--- config.mk ---
export PLATFORM = sky130hd
export DESIGN_NAME = shpwm_top
export DESIGN_NICKNAME = d
export VERILOG_FILES = /design/src/rtl/shpwm_pkg.sv /design/src/rtl/shpwm_regs.sv /design/src/rtl/shpwm_ctr.sv /design/src/rtl/shpwm_top.sv
export SDC_FILE = /design/constraint.sdc
export NUM_CORES = 1
export LEC_CHECK = 0
export BUFFER_PORTS_ARGS = -buffer_cell sky130_fd_sc_hd__buf_2
export CORE_MARGIN = 5
export CORE_UTILIZATION = 66
export DETAILED_ROUTE_END_ITERATION = 10
export PLACE_DENSITY = 0.86
export SKIP_LAST_GASP = 1
export SLEW_MARGIN = 20
export SYNTH_ARGS = -nofsm -noshare
export SYNTH_HDL_FRONTEND = slang
export SYNTH_HIERARCHICAL = 1
export SYNTH_SLANG_ARGS = --single-unit
--- constraint.sdc ---
create_clock -name clk -period 6.59 [get_ports clk]
set_clock_uncertainty 0.15 [all_clocks]
set_input_delay 1.318 -clock clk [delete_from_list [all_inputs] [get_ports clk]]
set_output_delay 1.318 -clock clk [all_outputs]
set_load 0.01 [all_outputs]
--- src/rtl/shpwm_pkg.sv ---
package shpwm_pkg;
    typedef enum logic [0:0] {
        ST_STOP = 1'b0,
        ST_RUN  = 1'b1
    } run_state_e;

    localparam int OFS_ACT_PER = 'h08;
    localparam int OFS_ACT_CMP = 'h0C;
    localparam int OFS_SH_PER  = 'h10;
    localparam int OFS_SH_CMP  = 'h14;
    localparam int OFS_CTL     = 'h2A;

    localparam int BIT_RUN  = 4;
    localparam int BIT_MODE = 9;
    localparam int BIT_POL  = 10;
endpackage

--- src/rtl/shpwm_regs.sv ---
module shpwm_regs
    import shpwm_pkg::*;
#(
    parameter int DW = 32,
    parameter int AW = 6,
    parameter int CW = 16
) (
    input  logic          clk,
    input  logic          rst_n,
    input  logic          wr_en,
    input  logic [AW-1:0] addr,
    input  logic [DW-1:0] wdata,
    input  logic          wrap,
    output logic [DW-1:0] act_per,
    output logic [DW-1:0] act_cmp,
    output logic [CW-1:0] ctl,
    output logic [DW-1:0] rdata
);
    logic [DW-1:0] sh_per, sh_cmp;
    logic          pend_per, pend_cmp;
    logic          wr_ap, wr_ac, wr_sp, wr_sc, wr_ctl;

    assign wr_ap  = wr_en && (addr == AW'(OFS_ACT_PER));
    assign wr_ac  = wr_en && (addr == AW'(OFS_ACT_CMP));
    assign wr_sp  = wr_en && (addr == AW'(OFS_SH_PER));
    assign wr_sc  = wr_en && (addr == AW'(OFS_SH_CMP));
    assign wr_ctl = wr_en && (addr == AW'(OFS_CTL));

    always_ff @(posedge clk or negedge rst_n) begin
        if (!rst_n) begin
            sh_per   <= '0;
            sh_cmp   <= '0;
            pend_per <= 1'b0;
            pend_cmp <= 1'b0;
            act_per  <= '0;
            act_cmp  <= '0;
            ctl      <= '0;
        end else begin
            if (wr_sp) begin
                sh_per   <= wdata;
                pend_per <= 1'b1;
            end else if (wrap) begin
                pend_per <= 1'b0;
            end
            if (wr_sc) begin
                sh_cmp   <= wdata;
                pend_cmp <= 1'b1;
            end else if (wrap) begin
                pend_cmp <= 1'b0;
            end
            if (wr_ap)                  act_per <= wdata;
            else if (wrap && pend_per)  act_per <= sh_per;
            if (wr_ac)                  act_cmp <= wdata;
            else if (wrap && pend_cmp)  act_cmp <= sh_cmp;
            if (wr_ctl)                 ctl <= wdata[CW-1:0];
        end
    end

    always_comb begin
        rdata = '0;
        if (addr == AW'(OFS_ACT_PER))      rdata = act_per;
        else if (addr == AW'(OFS_ACT_CMP)) rdata = act_cmp;
        else if (addr == AW'(OFS_SH_PER))  rdata = sh_per;
        else if (addr == AW'(OFS_SH_CMP))  rdata = sh_cmp;
        else if (addr == AW'(OFS_CTL))     rdata = DW'(ctl);
    end

    // without a wrap or direct write, the active period holds
    a_r5_period_hold: assert property (@(posedge clk) disable iff (!rst_n)
        (!wrap && !wr_ap) |=> $stable(act_per));

    // a pending shadow is moved in at the wrap
    a_r5_transfer: assert property (@(posedge clk) disable iff (!rst_n)
        (wrap && pend_cmp && !wr_ac) |=> (act_cmp == $past(sh_cmp)));

    // a direct write beats the transfer
    a_r6_direct_wins: assert property (@(posedge clk) disable iff (!rst_n)
        wr_ap |=> (act_per == $past(wdata)));
endmodule

--- src/rtl/shpwm_ctr.sv ---
module shpwm_ctr
    import shpwm_pkg::*;
#(
    parameter int DW = 32
) (
    input  logic          clk,
    input  logic          rst_n,
    input  logic          run_req,
    input  logic [DW-1:0] act_per,
    output logic [DW-1:0] cnt,
    output logic          wrap
);
    run_state_e state_q, state_d;

    // next-state logic: GO and HALT transitions
    always_comb begin
        state_d = state_q;
        unique case (state_q)
            ST_STOP: if (run_req)  state_d = ST_RUN;
            ST_RUN:  if (!run_req) state_d = ST_STOP;
            default: state_d = ST_STOP;
        endcase
    end

    always_ff @(posedge clk or negedge rst_n) begin
        if (!rst_n) state_q <= ST_STOP;
        else        state_q <= state_d;
    end

    // counter, driven by the state
    assign wrap = (state_q == ST_RUN) && (cnt >= act_per);

    always_ff @(posedge clk or negedge rst_n) begin
        if (!rst_n)                 cnt <= '0;
        else if (wrap)              cnt <= '0;
        else if (state_q == ST_RUN) cnt <= cnt + 1'b1;
    end

    // count holds while stopped
    a_r3_stop_hold: assert property (@(posedge clk) disable iff (!rst_n)
        (state_q == ST_STOP) |=> $stable(cnt));

    // running below period increments by one
    a_r4_count_up: assert property (@(posedge clk) disable iff (!rst_n)
        (state_q == ST_RUN && cnt < act_per) |=> (cnt == $past(cnt) + 1'b1));

    // reaching the period returns to zero
    a_r4_wrap_zero: assert property (@(posedge clk) disable iff (!rst_n)
        (state_q == ST_RUN && cnt >= act_per) |=> (cnt == '0));
endmodule

--- src/rtl/shpwm_top.sv ---
module shpwm_top
    import shpwm_pkg::*;
#(
    parameter int DW = 32,
    parameter int AW = 6,
    parameter int CW = 16
) (
    input  logic          clk,
    input  logic          rst_n,
    input  logic          wr_en,
    input  logic [AW-1:0] addr,
    input  logic [DW-1:0] wdata,
    output logic [DW-1:0] rdata,
    output logic          pwm_out
);
    logic [DW-1:0] act_per, act_cmp, cnt;
    logic [CW-1:0] ctl;
    logic          wrap;

    shpwm_regs #(.DW(DW), .AW(AW), .CW(CW)) u_regs (
        .clk(clk), .rst_n(rst_n), .wr_en(wr_en), .addr(addr), .wdata(wdata),
        .wrap(wrap), .act_per(act_per), .act_cmp(act_cmp), .ctl(ctl),
        .rdata(rdata)
    );

    shpwm_ctr #(.DW(DW)) u_ctr (
        .clk(clk), .rst_n(rst_n), .run_req(ctl[BIT_RUN]), .act_per(act_per),
        .cnt(cnt), .wrap(wrap)
    );

    // output process
    always_comb begin
        pwm_out = 1'b0;
        if (ctl[BIT_MODE]) pwm_out = ctl[BIT_POL] ^ (cnt < act_cmp);
    end

    // disabled drive means low output
    a_r9_forced_low: assert property (@(posedge clk) disable iff (!rst_n)
        !ctl[BIT_MODE] |-> !pwm_out);

    // compare of zero with normal polarity is never high
    a_r7_zero_duty: assert property (@(posedge clk) disable iff (!rst_n)
        (act_cmp == '0 && !ctl[BIT_POL]) |-> !pwm_out);
endmodule

==> results of run 1 <==
per-layer routing:
metal,wire (um),global-route usage,up-vias
met2,12600,0.469,533
met1,11100,0.421,4077
li1,-,-,3769
met4,773,0.113,0
met5,0,0,-
met3,3240,0.107,83
sequential cells by signal, indices dropped and copies added (netlist names):
| name | cells |
|---|---|
| u_ctr/state_q | 1 |
| u_regs/act_cmp | 32 |
| u_regs/act_per | 32 |
| u_regs/sh_cmp | 32 |
| u_regs/ctl | 16 |
| u_regs/sh_per | 32 |
| u_ctr/cnt | 32 |
| u_regs/pend_cmp | 1 |
| u_regs/pend_per | 1 |
synthesized netlist by cell type, drive strengths merged, types with 4 or more instances:
master / count
o21ai: 50
nor3: 14
a22oi: 9
o22ai: 10
a221o: 8
clkbuf: 31
and3: 17
nor2b: 10
nand2: 69
nand2b: 6
a21o: 8
buf: 20
a21oi: 77
mux2i: 73
a221oi: 12
mux2: 89
dfrtp: 179
xnor2: 16
xor2: 8
a31oi: 13
nand3: 16
nand4: 15
nor2: 100
and4: 5
nor4: 4
ha: 64
inv: 72
worst max-delay path, cell delays in order:
cell and delay (ns):
buf_2 0.31, nor2b_1 0.70, and3_1 0.49, buf_4 0.39
a221oi_1 0.10, o21ai_0 0.27, buf_2 0.18
power groups by stage:
stage               clock (mW)  combinational [mW]  sequential [mW]
finish                   0.968               0.414             1.39
CTS                      0.971               0.411             1.38
floorplan                    0               0.286             1.34
global route              1.02               0.467             1.41
global placement             0               0.374             1.40
detailed placement           0               0.396             1.40
path summary, 6_finish.rpt:
check	from	end	slack (ns)	cells after the start
min reg2reg	u_regs/ctl[4]$_DFFE_PN0P_	u_ctr/state_q$_DFF_PN0_	0.25	0
max reg2reg	u_ctr/cnt[11]$_DFFE_PN0P_	u_regs/act_per[6]$_DFFE_PN0P_	2.06	10
min in group asynchronous	rst_n	u_regs/sh_per[7]$_DFFE_PN0P_	0.76	1
max	addr[3]	rdata[13]	1.34	7
max in group asynchronous	rst_n	u_regs/act_per[26]$_DFFE_PN0P_	4.28	2
min	u_regs/ctl[4]$_DFFE_PN0P_	u_ctr/state_q$_DFF_PN0_	0.25	0
metrics by stage:
step | power [mW] | hold WS, ns | util
after floorplan | 1.63 | 0.211 | -
after global placement | 1.77 | 0.241 | 0.705
after detailed placement | 1.80 | 0.239 | 0.705
after CTS | 2.77 | 0.254 | 0.742
after global routing | 2.90 | 0.279 | 0.742
final | 2.77 | 0.255 | 0.742
final cells by class:
| class | count | area [sq um] |
|---|---|---|
| tap | 211 | 264 |
| timing repair buffer | 81 | 432 |
| sequential | 179 | 4480 |
| clock buffer | 18 | 429 |
| inverter | 72 | 270 |
| clock inverter | 14 | 128 |
| fill | 1037 | 3950 |
| multi-input combinational | 726 | 5360 |
kinds of logic (layout without fill, tap and decap cells):
kind of cell,Yosys count,in the layout,synth area share
compound gates,203,203,0.122
fa+ha+maj,64,64,0.0772
simple gates,273,273,0.129
buf+inv,123,185,0.0528
flops,179,179,0.432
xor+xnor,24,24,0.0203
mux,162,162,0.167
==> flow_summary.yaml, run 1 <==
die:
  num_io_pins: 74
  fp.dieW_um: 135
  design.die.area_sq_mm: 0.0183
  die_h_um: 135
  num_rows: 45
  design.core.area_sq_mm: 0.0153
  initial_core_util: 0.678
clocking:
  hold_buffers: 0
  cts_sinks: 179
  clock_latency_ns: 0.43
  htreeDepth: 4
  ctsLongestPathBuffers: 2
  cts-root-buf: "clkbuf_16"
  path_clk_slew_ns: 0.06
  cts_tree: "yes"
  cts_resized: 0
  post_cts_buffers: 0
  cts_buffers: 17
setup_path:
  cp_data_required_time_ns: 5.12
  cp_max_fo: 23
  crit_arrival_ns: 3.78
  crit_path_end_kind: "primary output"
  worstSetupPathType: "input port to primary output"
  start_kind: "input port"
layout:
  drive_above_1_share: 0.152
  fin_nets: 1182
  final_area_sq_mm: 0.0114
  insertedDiodeCount: 0
  syn_to_final_growth_pct: 9.50
  final_cell_mix: "179 x dfrtp_1, 98 x nor2_1, 76 x a21oi_1"
  final_cells: 1301
  layout_commonest_cell: "dfrtp_1"
sta:
  setup_ws_ns: 1.34
  rsz0062_at_grt: "false"
  finalSetupViolCount: 0
  slew_headroom: 0.233
  slew_viol_final: 0
  fmax_ghz: 0.190
  min_period_ns: 5.25
  final_hold_viol_count: 0
  tightest_slew_ns: 1.14
  fin_crit_sh: 0.797
  setup_tns_ns: 0
power_and_ir_drop:
  p_int_mw: 1.96
  power.leakage_nw: 6.13
  powerDensity_mw_per_mm2: 244
  p_clk_frac: 0.349
  p_sw_uw: 817
  combPwrFrac: 0.149
  p_seq_frac: 0.502
  p_sw_frac: 0.294
  irDropWorstVdd_v: 0.000191
global_routing:
  antenna_found_initial: 0
  grt_first_pass_wirelength_um: 44800
  grt_overflow: 0
  grt_pass1_vias: 8484
  grt_usage: 0.312
  grt_max_degree: 75
yosys:
  yosys_warnings: 6
  async_reset_ff_frac: 1.00
  synth_edf_count: 0
  syn_inst: 1028
  synth_cell_types: 66
  syn_area_per_cell_sq_um: 10.1
  synth_top_area_share: 0.432
  ys_ff_latch: 179
  yosysTopAreaCell: "dfrtp_1"
  synth_flop_cell: "dfrtp_1"
  syn_nets: 1133
  synthTopCellsByArea: "dfrtp_1 43%, ha_1 7.7%, mux2i_1 7.0%"
  ys_seq_area_frac: 0.432
  syn_area_sq_mm: 0.0104
place:
  place_ws_ns: 1.52
  gp_congestion: 0.938
  place_hpwl_um: 18200
  portBuffers: 73
  placed_area_sq_mm: 0.0108
  dp.cells: 1269
hold_path:
  timing.hold.worst.class: "register to register"
outcome:
  status: "completed"
detailed_routing:
  vias_per_cell: 6.50
  ant_nets: 0
  vias: 8462
  detail_route.iter0.violations: 1030
  drc: 0
  avgRoutedWirePerCell_um: 21.3
  firstDrtPassIters: 5
  totalWireLength_um: 27800
job:
  cap_violations: 0
Note: power is estimated with default switching activity, not from simulation.
==> run 2, diff against run 1 <==
- CORE_UTILIZATION: 66 -> 55
- PLACE_DENSITY: 0.86 -> 0.77
- clock period: 6.59 -> 4.5 ns (I/O delays scaled with it)
==> run 2 against run 1 <==
Sequential cell count unchanged; combinational power grew 44%; clock power increased by 55%; utilization down 12 points; largest cell class unchanged; highest routed layer unchanged.
==> flow_summary.yaml, run 2 (same netlist as run 1, synthesis figures left out) <==
place:
  portBuffers: 73
  placed_area_sq_mm: 0.0110
  place_hpwl_um: 18600
  gp_congestion: 0.899
  place_ws_ns: 0.798
sta:
  slew_viol_final: 0
  rsz0062_at_grt: "false"
  fin_crit_sh: 0.899
  fmax_ghz: 0.247
  setup_ws_ns: 0.452
  setup_tns_ns: 0
  final_hold_viol_count: 0
  slew_headroom: 0.406
  min_period_ns: 4.05
  tightest_slew_ns: 0.888
  finalSetupViolCount: 0
layout:
  seqCellArea_sq_mm: 0.00448
  final_cell_mix: "179 x dfrtp_1, 98 x nor2_1, 76 x a21oi_1"
  layout_commonest_cell: "dfrtp_1"
  drive_above_1_share: 0.163
  final_area_sq_mm: 0.0116
  final_util: 0.620
  multiInputGateArea_sq_mm: 0.00536
  syn_to_final_growth_pct: 11.3
  fin_nets: 1195
  fillCellCount: 1510
  insertedDiodeCount: 0
setup_path:
  slowest_stage: "a221oi_1"
  crit_arrival_ns: 3.00
  crit_path_end_kind: "primary output"
  cp_cell_sequence: "inv_1 -> ha_1 -> and2_1 -> a221o_1 -> a221oi_1 -> o21ai_1 -> a31oi_2 -> mux2i_1 -> buf_2"
  worstSetupPathType: "register to primary output"
  slowest_delay_ns: 0.42
  cp_data_required_time_ns: 3.45
  cp_max_fo: 3
  start_kind: "register"
outcome:
  status: "completed"
clocking:
  post_cts_buffers: 0
  cts_sinks: 179
  htreeDepth: 4
  path_clk_slew_ns: 0.07
  cts_buffers: 17
  cts_resized: 0
  cts_tree: "yes"
  ctsLongestPathBuffers: 2
  clock_latency_ns: 0.43
  hold_buffers: 0
  cts-root-buf: "clkbuf_16"
detailed_routing:
  ant_nets: 0
  totalWireLength_um: 27000
  vias_per_cell: 6.13
  detail_route.iter0.violations: 812
  drc: 0
  vias: 8198
  avgRoutedWirePerCell_um: 20.2
  firstDrtPassIters: 5
power_and_ir_drop:
  finalPower_mw: 4.13
  irDropWorstVdd_v: 0.000267
  powerDensity_mw_per_mm2: 357
  power.leakage_nw: 6.23
global_routing:
  antenna_found_initial: 0
  grt_max_degree: 85
  grt_pass1_vias: 8304
  grt_usage: 0.255
  grt_overflow: 0
  grt_first_pass_wirelength_um: 44300
job:
  cap_violations: 0
die:
  num_rows: 50
  fp.dieW_um: 147
  design.die.area_sq_mm: 0.0217
  die_h_um: 147
  initial_core_util: 0.557
  design.core.area_sq_mm: 0.0186
  num_io_pins: 74
hold_path:
  timing.hold.worst.class: "register to register"
-- run 2: final cells by class --
cell class                      count  share of cell area
Tap cell                          234              0.0253
Timing Repair Buffer               94              0.0480
Sequential cell                   179               0.388
Inverter                           72              0.0234
Clock buffer                       19              0.0383
Multi-Input combinational cell    726               0.464
Clock inverter                     13              0.0128
-- run 2: metrics by stage --
stage                     std cells  hold WS [ns]
final                          1337         0.245
after floorplan                1028         0.211
after detailed placement       1305         0.231
after global placement         1305         0.228
after CTS                      1337         0.247
after global routing           1337         0.264
-- run 2: worst paths after layout --
| path | startpoint | endpoint | slack, ns | cells past startpoint |
|---|---|---|---|---|
| max in group asynchronous | rst_n | u_regs/sh_per[20]$_DFFE_PN0P_ | 2.90 | 2 |
| min in group asynchronous | rst_n | u_regs/act_per[7]$_DFFE_PN0P_ | 0.37 | 1 |
| worst max register to register | u_ctr/cnt[15]$_DFFE_PN0P_ | u_regs/act_per[26]$_DFFE_PN0P_ | 1.01 | 10 |
| worst min-delay path | u_regs/ctl[4]$_DFFE_PN0P_ | u_ctr/state_q$_DFF_PN0_ | 0.25 | 0 |
| worst max-delay path | u_regs/act_cmp[27]$_DFFE_PN0P_ | pwm_out | 0.45 | 9 |
| worst min register to register | u_regs/ctl[4]$_DFFE_PN0P_ | u_ctr/state_q$_DFF_PN0_ | 0.25 | 0 |
-- run 2: layer usage --
layer	wire length [um]	GRT usage	vias to the layer above
li1	-	-	3782
met1	11900	0.359	4022
met2	12300	0.389	322
met3	1900	0.0531	72
met4	837	0.0988	0
met5	0	0	-
-- run 2: critical path: cells and delay by family (launching register included) --
kind,cells,cell delay [ns]
mux,1,0.28
simple gates,1,0.17
buf+inv,2,0.28
fa+ha+maj,1,0.32
flops,1,0.38
compound gates,4,1.12
-- run 2: power by group --
| part | switching, mW | total [mW] | leakage [nW] | internal, mW |
|---|---|---|---|---|
| clock network | 0.661 | 1.50 | 0.289 | 0.843 |
| registers | 0.207 | 2.03 | 2.19 | 1.82 |
| logic | 0.316 | 0.596 | 3.75 | 0.280 |
| total | 1.18 | 4.13 | 6.23 | 2.94 |
==> run 3, diff against run 2 <==
- ABC_AREA: not set -> 1
- CORE_UTILIZATION: 55 -> 56
- PLACE_DENSITY: 0.77 -> 0.78
==> run 3 against run 2 <==
Highest routed layer unchanged; register-to-register slack gained 0.02 ns; critical endpoint is now rdata[3]; first-iteration DRC count grew 71%; combinational power grew 30%.
==> flow_summary.yaml, run 3 <==
outcome:
  status: "completed"
power_and_ir_drop:
  p_sw_frac: 0.328
  p_seq_frac: 0.474
  p_sw_mw: 1.43
  p_int_mw: 2.93
  power.leakage_nw: 6.53
  powerDensity_mw_per_mm2: 350
  combPwrFrac: 0.178
  finalPower_mw: 4.37
  p_clk_frac: 0.349
  irDropWorstVdd_v: 0.000306
setup_path:
  crit_family: "simple AND/OR/NAND/NOR gates"
  crit_buf_inv: 3
  cp_cell_sequence: "buf_2 -> inv_1 -> nand2_1 -> nor2_4 -> nand2_1 -> nor2_1 -> nor2_1 -> nand3_1 -> buf_2"
  crit_arrival_ns: 2.70
  slowest_delay_ns: 0.56
  crit_path_end_kind: "primary output"
  cp_max_fo: 18
  slowest_stage: "nand2_1"
  start_kind: "input port"
  cp_data_required_time_ns: 3.45
  worstSetupPathType: "input port to primary output"
yosys:
  syn_inst: 1568
  ys_ff_latch: 179
  yosys_warnings: 6
  syn_nets: 1673
  synth_cell_types: 36
  syn_area_sq_mm: 0.0113
  synthTopCellsByArea: "dfrtp_1 40%, nand2_1 17%, ha_1 7.1%"
  ys_seq_area_frac: 0.396
  synth_flop_cell: "dfrtp_1"
  yosysMostFrequentCell: "nand2_1"
  synthTopCellsByCount: "512 x nand2_1, 205 x inv_1, 179 x dfrtp_1, 128 x nand3_1, 99 x nor2_1"
  syn_area_per_cell_sq_um: 7.21
  async_reset_ff_frac: 1.00
  synth_top_area_share: 0.396
  yosysTopAreaCell: "dfrtp_1"
  synth_edf_count: 0
hold_path:
  timing.hold.worst.class: "register to register"
sta:
  setup_tns_ns: 0
  rsz0062_at_grt: "false"
  min_period_ns: 3.75
  fin_crit_sh: 0.834
  slew_viol_final: 0
  tightest_slew_ns: 0.840
  final_hold_viol_count: 0
  slew_headroom: 0.439
  fmax_ghz: 0.267
  finalSetupViolCount: 0
clocking:
  cts_buffers: 17
  cts_resized: 0
  ctsLongestPathBuffers: 2
  cts_tree: "yes"
  post_cts_buffers: 0
  htreeDepth: 4
  path_clk_slew_ns: 0.08
  cts_sinks: 179
  cts-root-buf: "clkbuf_16"
  clock_latency_ns: 0.44
  hold_buffers: 0
die:
  fp.dieW_um: 152
  initial_core_util: 0.564
  design.core.area_sq_mm: 0.0200
  design.die.area_sq_mm: 0.0231
  die_h_um: 152
  num_io_pins: 74
  num_rows: 52
detailed_routing:
  ant_nets: 0
  firstDrtPassIters: 7
  drc: 0
  vias: 10600
  totalWireLength_um: 31800
  detail_route.iter0.violations: 1386
  avgRoutedWirePerCell_um: 16.7
  vias_per_cell: 5.60
global_routing:
  grt_max_degree: 77
  grt_first_pass_wirelength_um: 51700
  grt_overflow: 0
  grt_usage: 0.274
  grt_pass1_vias: 9857
  antenna_found_initial: 1
layout:
  fillCellCount: 1828
  final_area_sq_mm: 0.0125
  final_cell_mix: "512 x nand2_1, 205 x inv_1, 179 x dfrtp_1"
  syn_to_final_growth_pct: 10.3
  fin_nets: 1719
  final_cells: 1898
  drive_above_1_share: 0.113
  layout_commonest_cell: "nand2_1"
place:
  dp.cells: 1865
  placed_area_sq_mm: 0.0119
  gp_congestion: 0.927
  portBuffers: 73
  place_hpwl_um: 22000
job:
  cap_violations: 0
[run 3: cell count changes after synthesis, moves of 38 or more]
| cell | previous run | this run |
|---|---|---|
| mux2i_1 | 73 | 0 |
| nand2_1 | 69 | 512 |
| mux2_1 | 58 | 0 |
| nand3_1 | 16 | 128 |
| o21ai_0 | 48 | 86 |
| inv_1 | 72 | 205 |
| o21ai_1 | 2 | 49 |
[run 3: layer usage]
metal | global-route usage | up-vias | wire (um)
met5 | 0 | - | 0
met1 | 0.404 | 4942 | 13900
li1 | - | 5057 | -
met3 | 0.0577 | 66 | 3090
met4 | 0.0882 | 0 | 831
met2 | 0.405 | 562 | 13900
[run 3: final cells by class]
type                       count  area (sq um)  share of cell area
multi-input combinational   1111          5700               0.458
sequential                   179          4480               0.359
inverter                     210           788              0.0632
timing repair buffer          95           549              0.0441
clock buffer                  18           439              0.0352
tap                          270           338              0.0271
clock inverter                14           165              0.0132
antenna                        1          2.50            0.000201
[run 3: path summary, 6_finish.rpt]
check | endpoint | depth (start not counted) | slack (ns) | start
setup reg to reg | u_regs/act_per[25]$_DFFE_PN0P_ | 18 | 1.03 | u_ctr/cnt[7]$_DFFE_PN0P_
hold / removal | u_ctr/state_q$_DFF_PN0_ | 0 | 0.26 | u_regs/ctl[4]$_DFFE_PN0P_
hold reg to reg | u_ctr/state_q$_DFF_PN0_ | 0 | 0.26 | u_regs/ctl[4]$_DFFE_PN0P_
max in group asynchronous | u_regs/act_cmp[18]$_DFFE_PN0P_ | 2 | 2.95 | rst_n
min in group asynchronous | u_regs/sh_per[9]$_DFFE_PN0P_ | 1 | 0.34 | rst_n
setup / recovery | rdata[3] | 9 | 0.75 | addr[0]
[run 3: cells by family after synthesis]
logic type,share of synthesized area
compound gates,0.102
buf+inv,0.101
flops,0.396
xor+xnor,0.0170
fa+ha+maj,0.0708
simple gates,0.313
[run 3: metrics by stage]
| step | setup slack, ns | hold slack (ns) | util |
|---|---|---|---|
| floorplan | 1.69 | 0.225 | - |
| global placement | 0.838 | 0.239 | 0.592 |
| detailed placement | 0.788 | 0.241 | 0.592 |
| CTS | 0.771 | 0.254 | 0.622 |
| global route | 0.625 | 0.268 | 0.622 |
| finish | 0.749 | 0.260 | 0.622 |
[run 3: power groups by stage]
| stage | sequential [mW] | combinational, mW | clock, mW |
|---|---|---|---|
| after global routing | 2.10 | 0.900 | 1.60 |
| final | 2.07 | 0.775 | 1.52 |
| after CTS | 2.06 | 0.773 | 1.54 |
| after floorplan | 2.01 | 0.560 | 0 |
| after detailed placement | 2.09 | 0.767 | 0 |
| after global placement | 2.08 | 0.731 | 0 |
